`src/rtl/vsw_ctrl_pkg.sv`:
```
`timescale 1ns/1ps
package vsw_ctrl_pkg;
  localparam int unsigned BYTE_W      = 8;
  localparam int unsigned CV_OUTS     = 2;
  localparam int unsigned CV_CODE_W   = 3;
  localparam int unsigned CV_SEL_W    = 1 << CV_CODE_W;
  localparam int unsigned COMP_CODE_W = 2;
  localparam int unsigned COMP_SEL_W  = 1 << COMP_CODE_W;
  localparam int unsigned PS_BIT      = 1;

  typedef enum logic [2:0] {
    RX_IDLE,
    RX_ADDR,
    RX_PTR,
    RX_DATA,
    RX_SKIP
  } rx_state_e;
endpackage

```
`src/rtl/i2c_line_filter.sv`:
```
`timescale 1ns/1ps
module i2c_line_filter #(
  parameter int unsigned FILT_CYC = 3,
  parameter logic        RST_LVL  = 1'b1
) (
  input  logic clk_i,
  input  logic rst_ni,
  input  logic line_i,
  output logic line_o
);
  localparam int unsigned CNT_W = $clog2(FILT_CYC + 1);

  logic             s1_q, s2_q;
  logic [CNT_W-1:0] cnt_q;

  always_ff @(posedge clk_i or negedge rst_ni) begin
    if (!rst_ni) begin
      s1_q   <= RST_LVL;
      s2_q   <= RST_LVL;
      cnt_q  <= '0;
      line_o <= RST_LVL;
    end else begin
      s1_q <= line_i;
      s2_q <= s1_q;
      if (s2_q != line_o) begin
        if (cnt_q == CNT_W'(FILT_CYC - 1)) begin
          line_o <= s2_q;
          cnt_q  <= '0;
        end else begin
          cnt_q <= cnt_q + 1'b1;
        end
      end else begin
        cnt_q <= '0;
      end
    end
  end

  // filtered level never toggles on two consecutive cycles
  p_min_width_r11: assert property (@(posedge clk_i) disable iff (!rst_ni)
    !$stable(line_o) |=> $stable(line_o));
endmodule

```
`src/rtl/vsw_i2c_rx.sv`:
```
`timescale 1ns/1ps
module vsw_i2c_rx
  import vsw_ctrl_pkg::*;
#(
  parameter logic [6:0] DEV_ADDR7 = 7'h4B
) (
  input  logic              clk_i,
  input  logic              rst_ni,
  input  logic              scl_i,
  input  logic              sda_i,
  output logic              sda_pull_o,
  output logic              wr_en_o,
  output logic              wr_ptr_o,
  output logic [BYTE_W-1:0] wr_data_o
);
  localparam logic [BYTE_W-1:0] ADDR_WR = {DEV_ADDR7, 1'b0};
  localparam int unsigned       BIT_W   = $clog2(BYTE_W + 1);

  rx_state_e         state_q;
  logic              scl_q, sda_q, ack_q, ptr_q;
  logic [BIT_W-1:0]  bit_cnt_q;
  logic [BYTE_W-1:0] shift_q;
  logic              scl_rise, scl_fall, start_det, stop_det, byte_done, rx_active;

  assign scl_rise  = scl_i & ~scl_q;
  assign scl_fall  = ~scl_i & scl_q;
  assign start_det = scl_i & scl_q & sda_q & ~sda_i;
  assign stop_det  = scl_i & scl_q & ~sda_q & sda_i;
  assign byte_done = scl_fall && (bit_cnt_q == BIT_W'(BYTE_W));
  assign rx_active = (state_q == RX_ADDR) || (state_q == RX_PTR) || (state_q == RX_DATA);

  always_ff @(posedge clk_i or negedge rst_ni) begin
    if (!rst_ni) begin
      scl_q <= 1'b1;
      sda_q <= 1'b1;
    end else begin
      scl_q <= scl_i;
      sda_q <= sda_i;
    end
  end

  always_ff @(posedge clk_i or negedge rst_ni) begin
    if (!rst_ni) begin
      state_q   <= RX_IDLE;
      bit_cnt_q <= '0;
      shift_q   <= '0;
      ack_q     <= 1'b0;
      ptr_q     <= 1'b0;
      wr_en_o   <= 1'b0;
      wr_ptr_o  <= 1'b0;
      wr_data_o <= '0;
    end else begin
      wr_en_o <= 1'b0;
      if (start_det) begin
        state_q   <= RX_ADDR;
        bit_cnt_q <= '0;
        ack_q     <= 1'b0;
      end else if (stop_det) begin
        state_q   <= RX_IDLE;
        bit_cnt_q <= '0;
        ack_q     <= 1'b0;
      end else if (rx_active) begin
        if (ack_q) begin
          if (scl_fall) ack_q <= 1'b0;
        end else if (scl_rise && bit_cnt_q < BIT_W'(BYTE_W)) begin
          shift_q   <= {shift_q[BYTE_W-2:0], sda_i};
          bit_cnt_q <= bit_cnt_q + 1'b1;
        end else if (byte_done) begin
          bit_cnt_q <= '0;
          unique case (state_q)
            RX_ADDR: begin
              if (shift_q == ADDR_WR) begin
                ack_q   <= 1'b1;
                state_q <= RX_PTR;
              end else begin
                state_q <= RX_SKIP;
              end
            end
            RX_PTR: begin
              ptr_q   <= shift_q[0];
              ack_q   <= 1'b1;
              state_q <= RX_DATA;
            end
            default: begin
              ack_q     <= 1'b1;
              wr_en_o   <= 1'b1;
              wr_ptr_o  <= ptr_q;
              wr_data_o <= shift_q;
              ptr_q     <= ~ptr_q;
            end
          endcase
        end
      end
    end
  end

  assign sda_pull_o = ack_q;

  p_ack_scl_low_r2: assert property (@(posedge clk_i) disable iff (!rst_ni)
    $rose(sda_pull_o) |-> !scl_i);
  p_skip_silent_r3: assert property (@(posedge clk_i) disable iff (!rst_ni)
    (state_q == RX_SKIP) |-> !sda_pull_o);
  p_write_no_stop_r10: assert property (@(posedge clk_i) disable iff (!rst_ni)
    wr_en_o |-> $past(state_q) == RX_DATA);
endmodule

```
`src/rtl/vsw_ctrl_regs.sv`:
```
`timescale 1ns/1ps
module vsw_ctrl_regs
  import vsw_ctrl_pkg::*;
(
  input  logic                              clk_i,
  input  logic                              rst_ni,
  input  logic                              wr_en_i,
  input  logic                              wr_ptr_i,
  input  logic [BYTE_W-1:0]                 wr_data_i,
  input  logic                              ps_pin_i,
  output logic [CV_OUTS-1:0][CV_SEL_W-1:0]  cv_sel_o,
  output logic [COMP_SEL_W-1:0]             comp_sel_o,
  output logic                              power_save_o
);
  logic [CV_OUTS-1:0][CV_CODE_W-1:0] cv_code_q;
  logic [COMP_CODE_W-1:0]            comp_code_q;
  logic                              run_q;

  always_ff @(posedge clk_i or negedge rst_ni) begin
    if (!rst_ni) begin
      run_q       <= 1'b0;
      comp_code_q <= '0;
    end else if (wr_en_i) begin
      if (!wr_ptr_i) run_q <= wr_data_i[PS_BIT];
      else           comp_code_q <= wr_data_i[BYTE_W-1 -: COMP_CODE_W];
    end
  end

  for (genvar k = 0; k < CV_OUTS; k++) begin : g_cv
    localparam int unsigned MSB = BYTE_W - 1 - k * CV_CODE_W;

    always_ff @(posedge clk_i or negedge rst_ni) begin
      if (!rst_ni)                   cv_code_q[k] <= '0;
      else if (wr_en_i && !wr_ptr_i) cv_code_q[k] <= wr_data_i[MSB -: CV_CODE_W];
    end

    always_comb begin
      cv_sel_o[k] = '0;
      cv_sel_o[k][cv_code_q[k]] = 1'b1;
    end

    p_cv_onehot_r4: assert property (@(posedge clk_i) disable iff (!rst_ni)
      $countones(cv_sel_o[k]) == 1);
  end

  always_comb begin
    comp_sel_o = '0;
    comp_sel_o[comp_code_q] = 1'b1;
  end

  assign power_save_o = ~ps_pin_i & ~run_q;

  p_comp_onehot_r5: assert property (@(posedge clk_i) disable iff (!rst_ni)
    $countones(comp_sel_o) == 1);
  p_pin_override_r8: assert property (@(posedge clk_i) disable iff (!rst_ni)
    ps_pin_i |-> !power_save_o);
  p_hold_no_write_r10: assert property (@(posedge clk_i) disable iff (!rst_ni)
    !wr_en_i |=> $stable(cv_sel_o) && $stable(comp_sel_o));
endmodule

```
`src/rtl/vsw_i2c_ctrl.sv`:
```
`timescale 1ns/1ps
module vsw_i2c_ctrl
  import vsw_ctrl_pkg::*;
#(
  parameter int unsigned FILT_CYC  = 3,
  parameter logic [6:0]  DEV_ADDR7 = 7'h4B
) (
  input  logic                  clk_i,
  input  logic                  rst_ni,
  input  logic                  scl_i,
  input  logic                  sda_i,
  output logic                  sda_pull_o,
  input  logic                  ps_pin_i,
  output logic [CV_SEL_W-1:0]   cv1_sel_o,
  output logic [CV_SEL_W-1:0]   cv2_sel_o,
  output logic [COMP_SEL_W-1:0] comp_sel_o,
  output logic                  power_save_o
);
  localparam int unsigned NUM_LINES = 3;
  localparam logic [NUM_LINES-1:0] LINE_RST = 3'b011;

  logic [NUM_LINES-1:0]              raw_lines, flt_lines;
  logic                              wr_en, wr_ptr;
  logic [BYTE_W-1:0]                 wr_data;
  logic [CV_OUTS-1:0][CV_SEL_W-1:0]  cv_sel;

  assign raw_lines = {ps_pin_i, sda_i, scl_i};

  for (genvar g = 0; g < NUM_LINES; g++) begin : g_line
    i2c_line_filter #(
      .FILT_CYC(FILT_CYC),
      .RST_LVL (LINE_RST[g])
    ) u_filt (
      .clk_i (clk_i),
      .rst_ni(rst_ni),
      .line_i(raw_lines[g]),
      .line_o(flt_lines[g])
    );
  end

  vsw_i2c_rx #(.DEV_ADDR7(DEV_ADDR7)) u_rx (
    .clk_i     (clk_i),
    .rst_ni    (rst_ni),
    .scl_i     (flt_lines[0]),
    .sda_i     (flt_lines[1]),
    .sda_pull_o(sda_pull_o),
    .wr_en_o   (wr_en),
    .wr_ptr_o  (wr_ptr),
    .wr_data_o (wr_data)
  );

  vsw_ctrl_regs u_regs (
    .clk_i       (clk_i),
    .rst_ni      (rst_ni),
    .wr_en_i     (wr_en),
    .wr_ptr_i    (wr_ptr),
    .wr_data_i   (wr_data),
    .ps_pin_i    (flt_lines[2]),
    .cv_sel_o    (cv_sel),
    .comp_sel_o  (comp_sel_o),
    .power_save_o(power_save_o)
  );

  assign cv1_sel_o = cv_sel[0];
  assign cv2_sel_o = cv_sel[1];

  // selections only move while an acknowledge is on the line
  p_update_in_ack_r9: assert property (@(posedge clk_i) disable iff (!rst_ni)
    !$stable({cv1_sel_o, cv2_sel_o, comp_sel_o}) |-> sda_pull_o);
endmodule

```
`config.mk`:
```
export PLATFORM = sky130hd
export DESIGN_NAME = vsw_i2c_ctrl
export DESIGN_NICKNAME = d
export VERILOG_FILES = /design/src/rtl/vsw_ctrl_pkg.sv /design/src/rtl/i2c_line_filter.sv /design/src/rtl/vsw_i2c_rx.sv /design/src/rtl/vsw_ctrl_regs.sv /design/src/rtl/vsw_i2c_ctrl.sv
export SDC_FILE = /design/constraint.sdc
export NUM_CORES = 1
export LEC_CHECK = 0
export BUFFER_PORTS_ARGS = -buffer_cell sky130_fd_sc_hd__buf_2
export CAP_MARGIN = 5
export CORE_ASPECT_RATIO = 0.9
export CORE_MARGIN = 3
export CORE_UTILIZATION = 35
export DETAILED_ROUTE_END_ITERATION = 7
export HOLD_SLACK_MARGIN = 0.08
export PLACE_DENSITY_LB_ADDON = 0.2
export RECOVER_POWER = 25
export REMOVE_ABC_BUFFERS = 1
export SETUP_SLACK_MARGIN = 0.02
export SYNTH_ARGS = -nofsm -noshare
export SYNTH_HDL_FRONTEND = slang
export SYNTH_SLANG_ARGS = --single-unit
```
`constraint.sdc`:
```
create_clock -name clk_i -period 2.12 [get_ports clk_i]
set_input_delay 0.318 -clock clk_i [delete_from_list [all_inputs] [get_ports clk_i]]
set_output_delay 0.318 -clock clk_i [all_outputs]
set_load 0.02 [all_outputs]
```
Word level (Yosys, flattened, before mapping). Cells that the tools add are included.

Register bits: 53. Bits of input ports: 5. Output and inout port bits: 22. Word-level logic and storage cells: 139.

Add/subtract/negate cells: 4. $lt $le $gt $ge: 7. Equality and inequality tests: 13. Muxes and demuxes: 43. Bitwise logic cells: 22. Reduce and logical (&&, ||, !) cells: 24.

Operators by type and width (count): 2-to-1 mux 4 bit (6); 2-to-1 mux 3 bit (7); 2-to-1 mux 1 bit (19); NOT 1 bit (14); AND reduction 7 bit (2); 2-to-1 mux 2 bit (6); AND reduction 2 bit (5); AND reduction 5 bit (2); bitwise AND 1 bit (8); equality test 8 bit, second input constant (1); less-than comparator 3 x 4 -> 1 bit, second input constant (2); nonzero test 4 bit (2); adder 2 x 1 -> 2 bit, second input constant (3); demux 1 bit (select 3 bit) (2); equality test 2 bit, second input constant (3); equality test 3 x 2 -> 1 bit, second input constant (2); greater-or-equal comparator 3 x 1 -> 1 bit, second input constant (2); logical AND 1 bit (6); one-hot mux 3 bit (2 select lines) (1); nonzero test 3 bit (2); adder 4 x 1 -> 4 bit, second input constant (1); equality test 4 bit, second input constant (1); less-than comparator 4 bit, second input constant (1); equality test 3 x 1 -> 1 bit, second input constant (1); 11 further kinds (14).

Logic depth before layout (Yosys ltp). Gate-level depths: netlist of the first run.

Depth in word-level cells: 9. Depth in mapped cells: 6. Mapped depth without buffers: 5.

Cells and area by module. A second synthesis of the first run with hierarchy kept.

Cells, all modules: 181. Area, all modules: 2436.1 um2.

Modules (own cells, without submodules): vsw_i2c_rx (instances 1, cells each 103, area an instance 1363.8 um2, seq. area each 728.2 um2); vsw_ctrl_regs (instances 1, cells each 48, area an instance 539.3 um2, seq. area each 225.2 um2); i2c_line_filter at g_line[0].u_filt ... (instances 2, cells each 10, area an instance 178.9 um2, seq. area each 128.9 um2); i2c_line_filter at g_line[2].u_filt (instances 1, cells each 10, area an instance 175.2 um2, seq. area each 125.1 um2).

Worst setup path before layout of the first run. OpenSTA, ideal clock, no wires.

Path kind: reg2reg. From: reg g_line[0].u_filt.line_o. To: reg u_rx.shift_q[4]. Setup time: 0.125 ns. Arrival time: 1.686 ns. Data required time: 1.995 ns. Path slack: 0.309 ns. Stages on the path, launching flop included: 5. Buffers on the path: 1. Clock period less this slack: 1.811 ns. Path through: dfstp_2 nor3b_1 nor3b_2 buf_2 mux2_2.

Word-level cells in the longest chain between the ends: 5. Elaborated cells between the ends (all ways): 10. Those cells by class: bitwise: 8; reduce/logical: 2.

Ends and longest elaborated chain: from (decl) (line i2c_line_filter.sv:9) `output logic line_o`; from (signal assigned) (line i2c_line_filter.sv:27) `line_o <= s2_q;`; bitwise AND 1 bit (line vsw_i2c_rx.sv:27, vsw_i2c_rx.sv:28); bitwise AND 1 bit, on equally long branches (2 in a row) (line vsw_i2c_rx.sv:27, vsw_i2c_rx.sv:28); NOT 1 bit (no source line); AND reduction 5 bit (no source line) *; to (signal assigned) (line vsw_i2c_rx.sv:66) `shift_q <= {shift_q[BYTE_W-2:0], sda_i};`; to (decl) (line vsw_i2c_rx.sv:22) `logic [BYTE_W-1:0] shift_q;`.

Every way passes the cells marked *; elsewhere a longest branch is shown, timed or not. A chain may end at the register's enable or synchronous reset.

Final worst setup path of the first run.
From: reg u_rx.scl_q. To: reg u_rx.wr_data_o[3].

Word-level cells in the longest chain between the ends: 5. Elaborated cells between the ends (all ways): 14. Those cells by class: bitwise: 11; reduce/logical: 3.

Ends and longest elaborated chain: from (decl) (line vsw_i2c_rx.sv:20) `logic scl_q, sda_q, ack_q, ptr_q;`; from (signal assigned) (line vsw_i2c_rx.sv:37) `scl_q <= scl_i;`; bitwise AND 1 bit / NOT 1 bit (equally long branches) (line vsw_i2c_rx.sv:27, vsw_i2c_rx.sv:28, vsw_i2c_rx.sv:25); bitwise AND 1 bit, on equally long branches (line vsw_i2c_rx.sv:27, vsw_i2c_rx.sv:25, vsw_i2c_rx.sv:28); bitwise AND 1 bit (tied with other cells) (line vsw_i2c_rx.sv:27) `assign start_det = scl_i & scl_q & sda_q & ~sda_i;`; NOT 1 bit (no source line); AND reduction 7 bit (no source line) *; to (signal assigned) (line vsw_i2c_rx.sv:88) `wr_data_o <= shift_q;`; to (decl) (line vsw_i2c_rx.sv:14) `output logic [BYTE_W-1:0] wr_data_o`.

Marks and branches as above.

==> impl_results.md, run 1 <==
* Status: complete, no violations
* GRT Util Overall at 10.9%
* Critical-path top delay cell: dfstp_2
* CP max FO at 9
* Nets at 219
* P_int at 1.83 mW
* Worst path bufs/invs at 1
* Routed vias/inst at 4.74
* Post-synth EDFFs at 0
* Setup slack, reg-to-reg at 0.26 ns
* DR WL met2 at 1.62 mm
* Yosys cell types at 41
* Detailed Routing Iterations Pass 1 at 4
* Die ar. at 0.00753 sq mm
* Combinational group share of total power at 21.0%
* P&R area growth vs syn at 15.8%
* Post-route DRC violation count at 0
* Avg Cell Area, Syn at 12.7 sq um
* Initial core utilization at 36.7%
* DR vias at 1422
* Fill count at 605
* Final setup margin at 0.265 ns
* Sequential share of power at 53.6%
* Hold_sp: scl_i
* R2R Path End: u_rx.wr_data_o[3]
* Dominant cell type by area after synthesis: dfrtp_1
* Startpoint Class: flop
* Critical Path AT at 2.04 ns
* Max Clock Freq at 539 MHz
* H-tree depth at 2
* Final ANT Viol Nets at 0
* Top layer in use: met4
* Ys async rst share at 100%
* Power Density at 973 mW/mm^2
* Share of cells above drive strength 1 at 37.1%
* R2R Path Start: u_rx.scl_q
* Met3 Wirelength at 91 microns
* Slew HR at 17.1%
* Worst-Margin Slew at 1.24 ns
* Commonest non-fill, non-tap cell in the layout: dfrtp_1
* Setup-failing EPs final at 0
* CP Capture Type: flop
* Post-Route Skew at 0.00868 ns
* Post-synth top area share at 48.2%
* Switch Pwr at 0.745 mW
* Reg2Reg Depth at 5
* Die H at 82.6 microns
* Final count of pins violating max slew at 0
* Crit-path cells: and4bb_2, nand4b_4, nor3_4, buf_4, mux2_2
* Top_reg_cell synth: dfrtp_1
* Max rail drop VDD at 0.474 mV
* First-pass GRT wire length at 6.54 mm
* Yosys reg bits at 52
* Vias in the first global route at 1362
* Syn Inst Count at 179
* Initial antenna violation count at 0
* Detailed placement HPWL at 2.55 mm
* Worst slack, placed at 0.257 ns
* CTS Sinks at 52
* Setup TNS at 0 ns
* # IOs at 27
* Ranking of synthesized cells by area: dfrtp_1 48%, mux2_2 14%, dfstp_2 9.2%
* DR WL/cell at 12.4 microns
* Most frequent cells in the layout: 44 x dfrtp_1, 28 x mux2_2, 26 x buf_2
* Port bufs at 26
* Gr ovfl total at 0
* CTS clk-pin slew, worst paths at 0.09 ns
* Routability congestion estimate at 0.743
* Worst Hold Depth at 1
* Die width at 91.1 microns
* Tmin final at 1.86 ns
* WL final at 3.71 mm
* DRT iter0 DRCs at 97
* Clock buffer depth at 2
* Largest net degree at the start of global routing at 53
* Syn Std Cell Area at 0.00228 sq mm
* Clock power frac at 25.4%
* Fin crit share at 87.5%
* CTS Buf Count at 5
* Ant. Diodes at 0
* LEAKAGE at 1.29 nW
* Switching share of power at 29.0%
* Final Util at 42.5%
* WS Path Type: flop to flop
* YS warnings at 0
* Setup repair after global routing missed its margin: false
* Top cell family by delay on the critical path: simple AND/OR/NAND/NOR gates
* Routed met1 length at 1.96 mm
* Post-CTS Setup Bufs at 0
* CTS root buf: clkbuf_8
* Critical path's largest stage delay at 0.58 ns
* Worst Hold End: g_line[0].u_filt.s1_q
* Hold crit path type: input port to flop
* TritonCTS clock tree: yes
* Max cap viols at 0
* Post_cts resized at 0
* Worst-Skew Late Latency at 0.30 ns
* Num rows at 27
* Final hold violation count at 0
* Register area share after synthesis at 57.5%
* WP data required at 2.30 ns
* CORE AREA at 0.00622 sq mm
* # hold bufs at CTS at 0
layout make-up:
class / instances / area [sq um] / area share (%)
flip-flops and latches: 52 / 1310 / 49.6
multi-input cells: 117 / 930 / 35.2
repair buffers: 32 / 173 / 6.53
well taps: 87 / 109 / 4.12
clock buffers: 7 / 76.3 / 2.89
clock inverters: 1 / 30.0 / 1.14
inverters: 4 / 15.0 / 0.568
cells by family (layout without fill, tap and decap cells):
kind of cell             Yosys count  in the layout  synth area share (%)
XOR/XNOR                           6              6                  2.30
AO/OA/AOI/OAI                     16             16                  5.10
buffers and inverters             10             44                  1.81
flip-flops                        52             52                  57.5
adder cells (fa/ha/maj)            2              2                  1.10
AND/OR/NAND/NOR                   65             65                  18.4
multiplexers                      28             28                  13.8
cell usage after synthesis, types with 2 or more instances:
cell type / instances
a31oi_1: 2
and3_1: 3
and3b_1: 4
buf_2: 3
clkbuf_1: 3
dfrtp_1: 44
dfstp_2: 8
ha_1: 2
inv_1: 4
mux2_2: 28
nand2_1: 9
nand3_1: 4
nor2_1: 10
nor2b_1: 7
nor3_1: 7
nor3b_1: 10
o21ai_0: 3
xnor2_1: 4
xor2_1: 2
flip-flops by register name (all words and copies together), names as in the netlist, 2 cells and up:
signal	flops
u_rx.shift_q	8
u_rx.wr_data_o	7
g_line.u_filt.cnt_q	6
u_regs.cv_code_q	6
u_rx.bit_cnt_q	4
g_line.u_filt.line_o	3
g_line.u_filt.s1_q	3
g_line.u_filt.s2_q	3
u_rx.state_q	3
u_regs.comp_code_q	2
layer usage:
| layer | global-route usage (%) | vias to the layer above |
|---|---|---|
| li1 | - | 709 |
| met3 | 3.08 | 5 |
| met4 | 4.07 | 0 |
| met2 | 16.3 | 13 |
| met1 | 15.0 | 695 |
| met5 | 0 | - |
worst max path at each step:
stage | endpoint | cells past startpoint | slack (ns) | startpoint
after global placement | u_rx.wr_data_o[3] | 5 | 0.29 | u_rx.scl_q
after floorplan | u_rx.shift_q[1] | 3 | 0.23 | g_line[0].u_filt.line_o
after global routing | u_rx.wr_ptr_o | 5 | 0.15 | u_rx.scl_q
after CTS | u_rx.wr_data_o[3] | 5 | 0.25 | u_rx.scl_q
final | u_rx.wr_data_o[3] | 5 | 0.26 | u_rx.scl_q
after detailed placement | u_rx.wr_data_o[3] | 5 | 0.26 | u_rx.scl_q
power by group through the flow:
stage / Clock [mW] / Sequential [mW] / Combinational, mW
floorplan: 0 / 1.35 / 0.426
global placement: 0 / 1.39 / 0.540
detailed placement: 0 / 1.40 / 0.549
CTS: 0.690 / 1.38 / 0.547
global route: 0.735 / 1.41 / 0.605
finish: 0.653 / 1.38 / 0.540
worst register-to-register path, stage by stage (launching register included):
cell,delay [ns]
dfstp_2,0.58
and4bb_2,0.28
nand4b_4,0.15
nor3_4,0.19
buf_4,0.19
mux2_2,0.35
stage by stage:
stage / area (sq um) / power [mW] / hold slack [ns] / cells
floorplan: 2260 / 1.77 / 0.0224 / 173
finish: 2640 / 2.57 / 0.112 / 300
CTS: 2650 / 2.61 / 0.0938 / 300
global route: 2640 / 2.75 / 0.0831 / 300
detailed placement: 2540 / 1.94 / 0.340 / 292
global placement: 2540 / 1.93 / 0.335 / 292
No activity file was read; power rests on OpenSTA's default activity.
==> run 2, diff against run 1 <==
Settings changed: GPL_TIMING_DRIVEN set to 0.
==> run 2 against run 1 <==
  * Sequential power barely moved
  * Worst setup slack got worse by 0.082 ns
  * Sequential cell count did not move
  * Maximum frequency fell by 4.2%
  * Register-to-register slack got worse by 0.08 ns
  * Hold slack improved by 0.0043 ns
  * Wire length fell by 0.92%
  * Via count fell by 2.3%
  * Cell count fell by 1.3%
  * Critical endpoint is now u_rx.shift_q[7]
  * Highest routed layer unchanged
==> impl_results.md, run 2 (synthesized netlist as in run 1, its figures left out) <==
* Critical path's largest stage delay at 0.67 ns (+0.09 ns)
* Reg with most FFs: u_rx.shift_q
* Ant. Diodes at 0 (unchanged)
* # hold bufs at CTS at 0 (unchanged)
* # IOs at 27 (unchanged)
* Largest register FFs at 8 (unchanged)
* Critical path capture point: u_rx.shift_q[7]
* Worst path bufs/invs at 1 (unchanged)
* P&R area growth vs syn at 14.9%
* CORE AREA at 0.00622 sq mm (unchanged)
* Most frequent cells in the layout: 44 x dfrtp_1, 28 x mux2_2, 25 x buf_2
* Status: complete, no violations
* CTS Sinks at 52 (unchanged)
* LEAKAGE at 1.26 nW (-2.0%)
* Gr ovfl total at 0 (unchanged)
* Max cap viols at 0 (unchanged)
* CP max FO at 13 (+4)
* Placed cell area at 0.00249 sq mm (-1.8%)
* Setup-failing EPs final at 0 (unchanged)
* Critical-path top delay cell: dfstp_1
* GRT Util Overall at 10.5% (-0.39 points)
* Final count of pins violating max slew at 0 (unchanged)
* Startpoint Class: flop
* Max Clock Freq at 516 MHz (-4.2%)
* Worst slack, placed at -0.156 ns (-0.414 ns)
* Post-Route Skew at 0.00865 ns (-0.0000256 ns)
* Final Util at 42.2% (-0.34 points)
* R2R Path Start: g_line[0].u_filt.line_o
* Die H at 82.6 microns (unchanged)
* Critical Path AT at 2.11 ns (+0.07 ns)
* Hold crit path type: input port to flop
* First-pass GRT wire length at 6.35 mm (-2.9%)
* CTS clk-pin slew, worst paths at 0.09 ns (about the same)
* Share of cells above drive strength 1 at 35.9% (-1.2 points)
* Cells after DPL at 286 (-2.1%)
* WP data required at 2.30 ns (about the same)
* Final ANT Viol Nets at 0 (unchanged)
* Worst Hold Depth at 1 (unchanged)
* Tmin final at 1.94 ns (+0.0816 ns)
* Reg2Reg Depth at 4 (-1)
* Worst-Margin Slew at 1.26 ns (+0.0156 ns)
* Detailed placement HPWL at 2.39 mm (-6.5%)
* WL final at 3.68 mm (-0.92%)
* Num rows at 27 (unchanged)
* Nets at 215 (-1.8%)
* CTS Buf Count at 5 (unchanged)
* Initial antenna violation count at 0 (unchanged)
* Combinational group share of total power at 22.4% (+1.4 points)
* CP Capture Type: flop
* Slew HR at 16.0% (-1.0 points)
* Clock buffer depth at 2 (unchanged)
* Commonest non-fill, non-tap cell in the layout: dfrtp_1
* Hold_sp: scl_i
* Clock power frac at 22.7% (-2.7 points)
* WS Path Type: flop to flop
* Post-route DRC violation count at 0 (unchanged)
* DRT iter0 DRCs at 66 (-32%)
* CP startpoint: g_line[0].u_filt.line_o
* Top cell family by delay on the critical path: flip-flops
* R2R Path End: u_rx.shift_q[7]
* Detailed Routing Iterations Pass 1 at 4 (unchanged)
* TritonCTS clock tree: yes
* Worst-Skew Late Latency at 0.29 ns (about the same)
* Biggest regs: u_rx.shift_q (8), u_rx.wr_data_o (7)
* Final hold violation count at 0 (unchanged)
* Setup repair after global routing missed its margin: false
* Routed vias/inst at 4.70 (-0.93%)
* Final setup margin at 0.183 ns (-0.0816 ns)
* H-tree depth at 2 (unchanged)
* Finished Layout Cells at 296 (-1.3%)
* Power Density at 954 mW/mm^2 (-1.9%)
* Routability congestion estimate at 0.710 (-4.5%)
* Initial core utilization at 36.7% (unchanged)
* Die ar. at 0.00753 sq mm (unchanged)
* Vias in the first global route at 1344 (-1.3%)
* Max rail drop VDD at 0.381 mV (-20%)
* Largest net degree at the start of global routing at 53 (unchanged)
* Crit path depth at 4 (-1)
* Switching share of power at 29.9% (+0.92 points)
* Sequential share of power at 54.9% (+1.3 points)
* DR vias at 1390 (-2.3%)
* Port bufs at 26 (unchanged)
* Final instance area at 0.00262 sq mm (-0.80%)
* CTS root buf: clkbuf_8
* Setup slack, reg-to-reg at 0.18 ns (-0.08 ns)
* Die width at 91.1 microns (unchanged)
* Crit-path cells: nor3b_1, nor3b_4, buf_12, mux2_2
* P_int at 1.75 mW (-4.0%)
* DR WL/cell at 12.4 microns (+0.42%)
* Fin crit share at 91.4% (+3.8 points)
* Switch Pwr at 0.748 mW (+0.36%)
## run 2: final cells by class
| cell class | count | area (sq um) |
|---|---|---|
| fill | 602 | 3590 |
| sequential | 52 | 1310 |
| multi-input combinational | 117 | 936 |
| timing repair buffer | 28 | 158 |
| tap | 87 | 109 |
| clock buffer | 7 | 86.3 |
| inverter | 4 | 15.0 |
| clock inverter | 1 | 7.51 |
## run 2: worst min-delay path by stage
stage | endpoint
global placement | g_line[2].u_filt.s2_q
floorplan | g_line[0].u_filt.cnt_q[0]
CTS | g_line[0].u_filt.s1_q
finish | g_line[0].u_filt.s1_q
global route | g_line[0].u_filt.s1_q
detailed placement | g_line[2].u_filt.s2_q
## run 2: worst register-to-register path, delay by kind of cell, from the launching register on
| family | cells | cell delay, ns |
|---|---|---|
| multiplexers | 1 | 0.33 |
| AND/OR/NAND/NOR | 2 | 0.66 |
| buffers and inverters | 1 | 0.17 |
| flip-flops | 1 | 0.67 |
## run 2: power groups by stage
stage	Sequential (mW)	Clock, mW	Combinational [mW]
finish	1.37	0.568	0.561
global route	1.41	0.636	0.630
CTS	1.37	0.599	0.568
detailed placement	1.39	0	0.527
global placement	1.39	0	0.517
floorplan	1.35	0	0.426
## run 2: per-layer routing
| metal | up-vias | part of all wire [%] | global-route usage (%) |
|---|---|---|---|
| met1 | 681 | 52 | 14.3 |
| met2 | 14 | 44 | 16.9 |
| met4 | 0 | 0.63 | 2.71 |
| met5 | - | 0 | 0 |
| met3 | 2 | 2.8 | 2.54 |
| li1 | 693 | - | - |
## run 2: timing repair
action	CTS	global route
endpoints found under the setup margin	10	8
gates cloned	0	0
buffers inserted	2	0
gates resized for setup	1	0
endpoints found under the hold margin	0	0
pin swaps	0	1
## run 2: stage by stage
step	hold WS [ns]	setup TNS [ns]	power, mW
global placement	0.339	-1.33	1.91
finish	0.116	0	2.50
global route	0.0932	0	2.68
CTS	0.101	0	2.54
floorplan	0.0224	0	1.77
detailed placement	0.339	-1.23	1.92
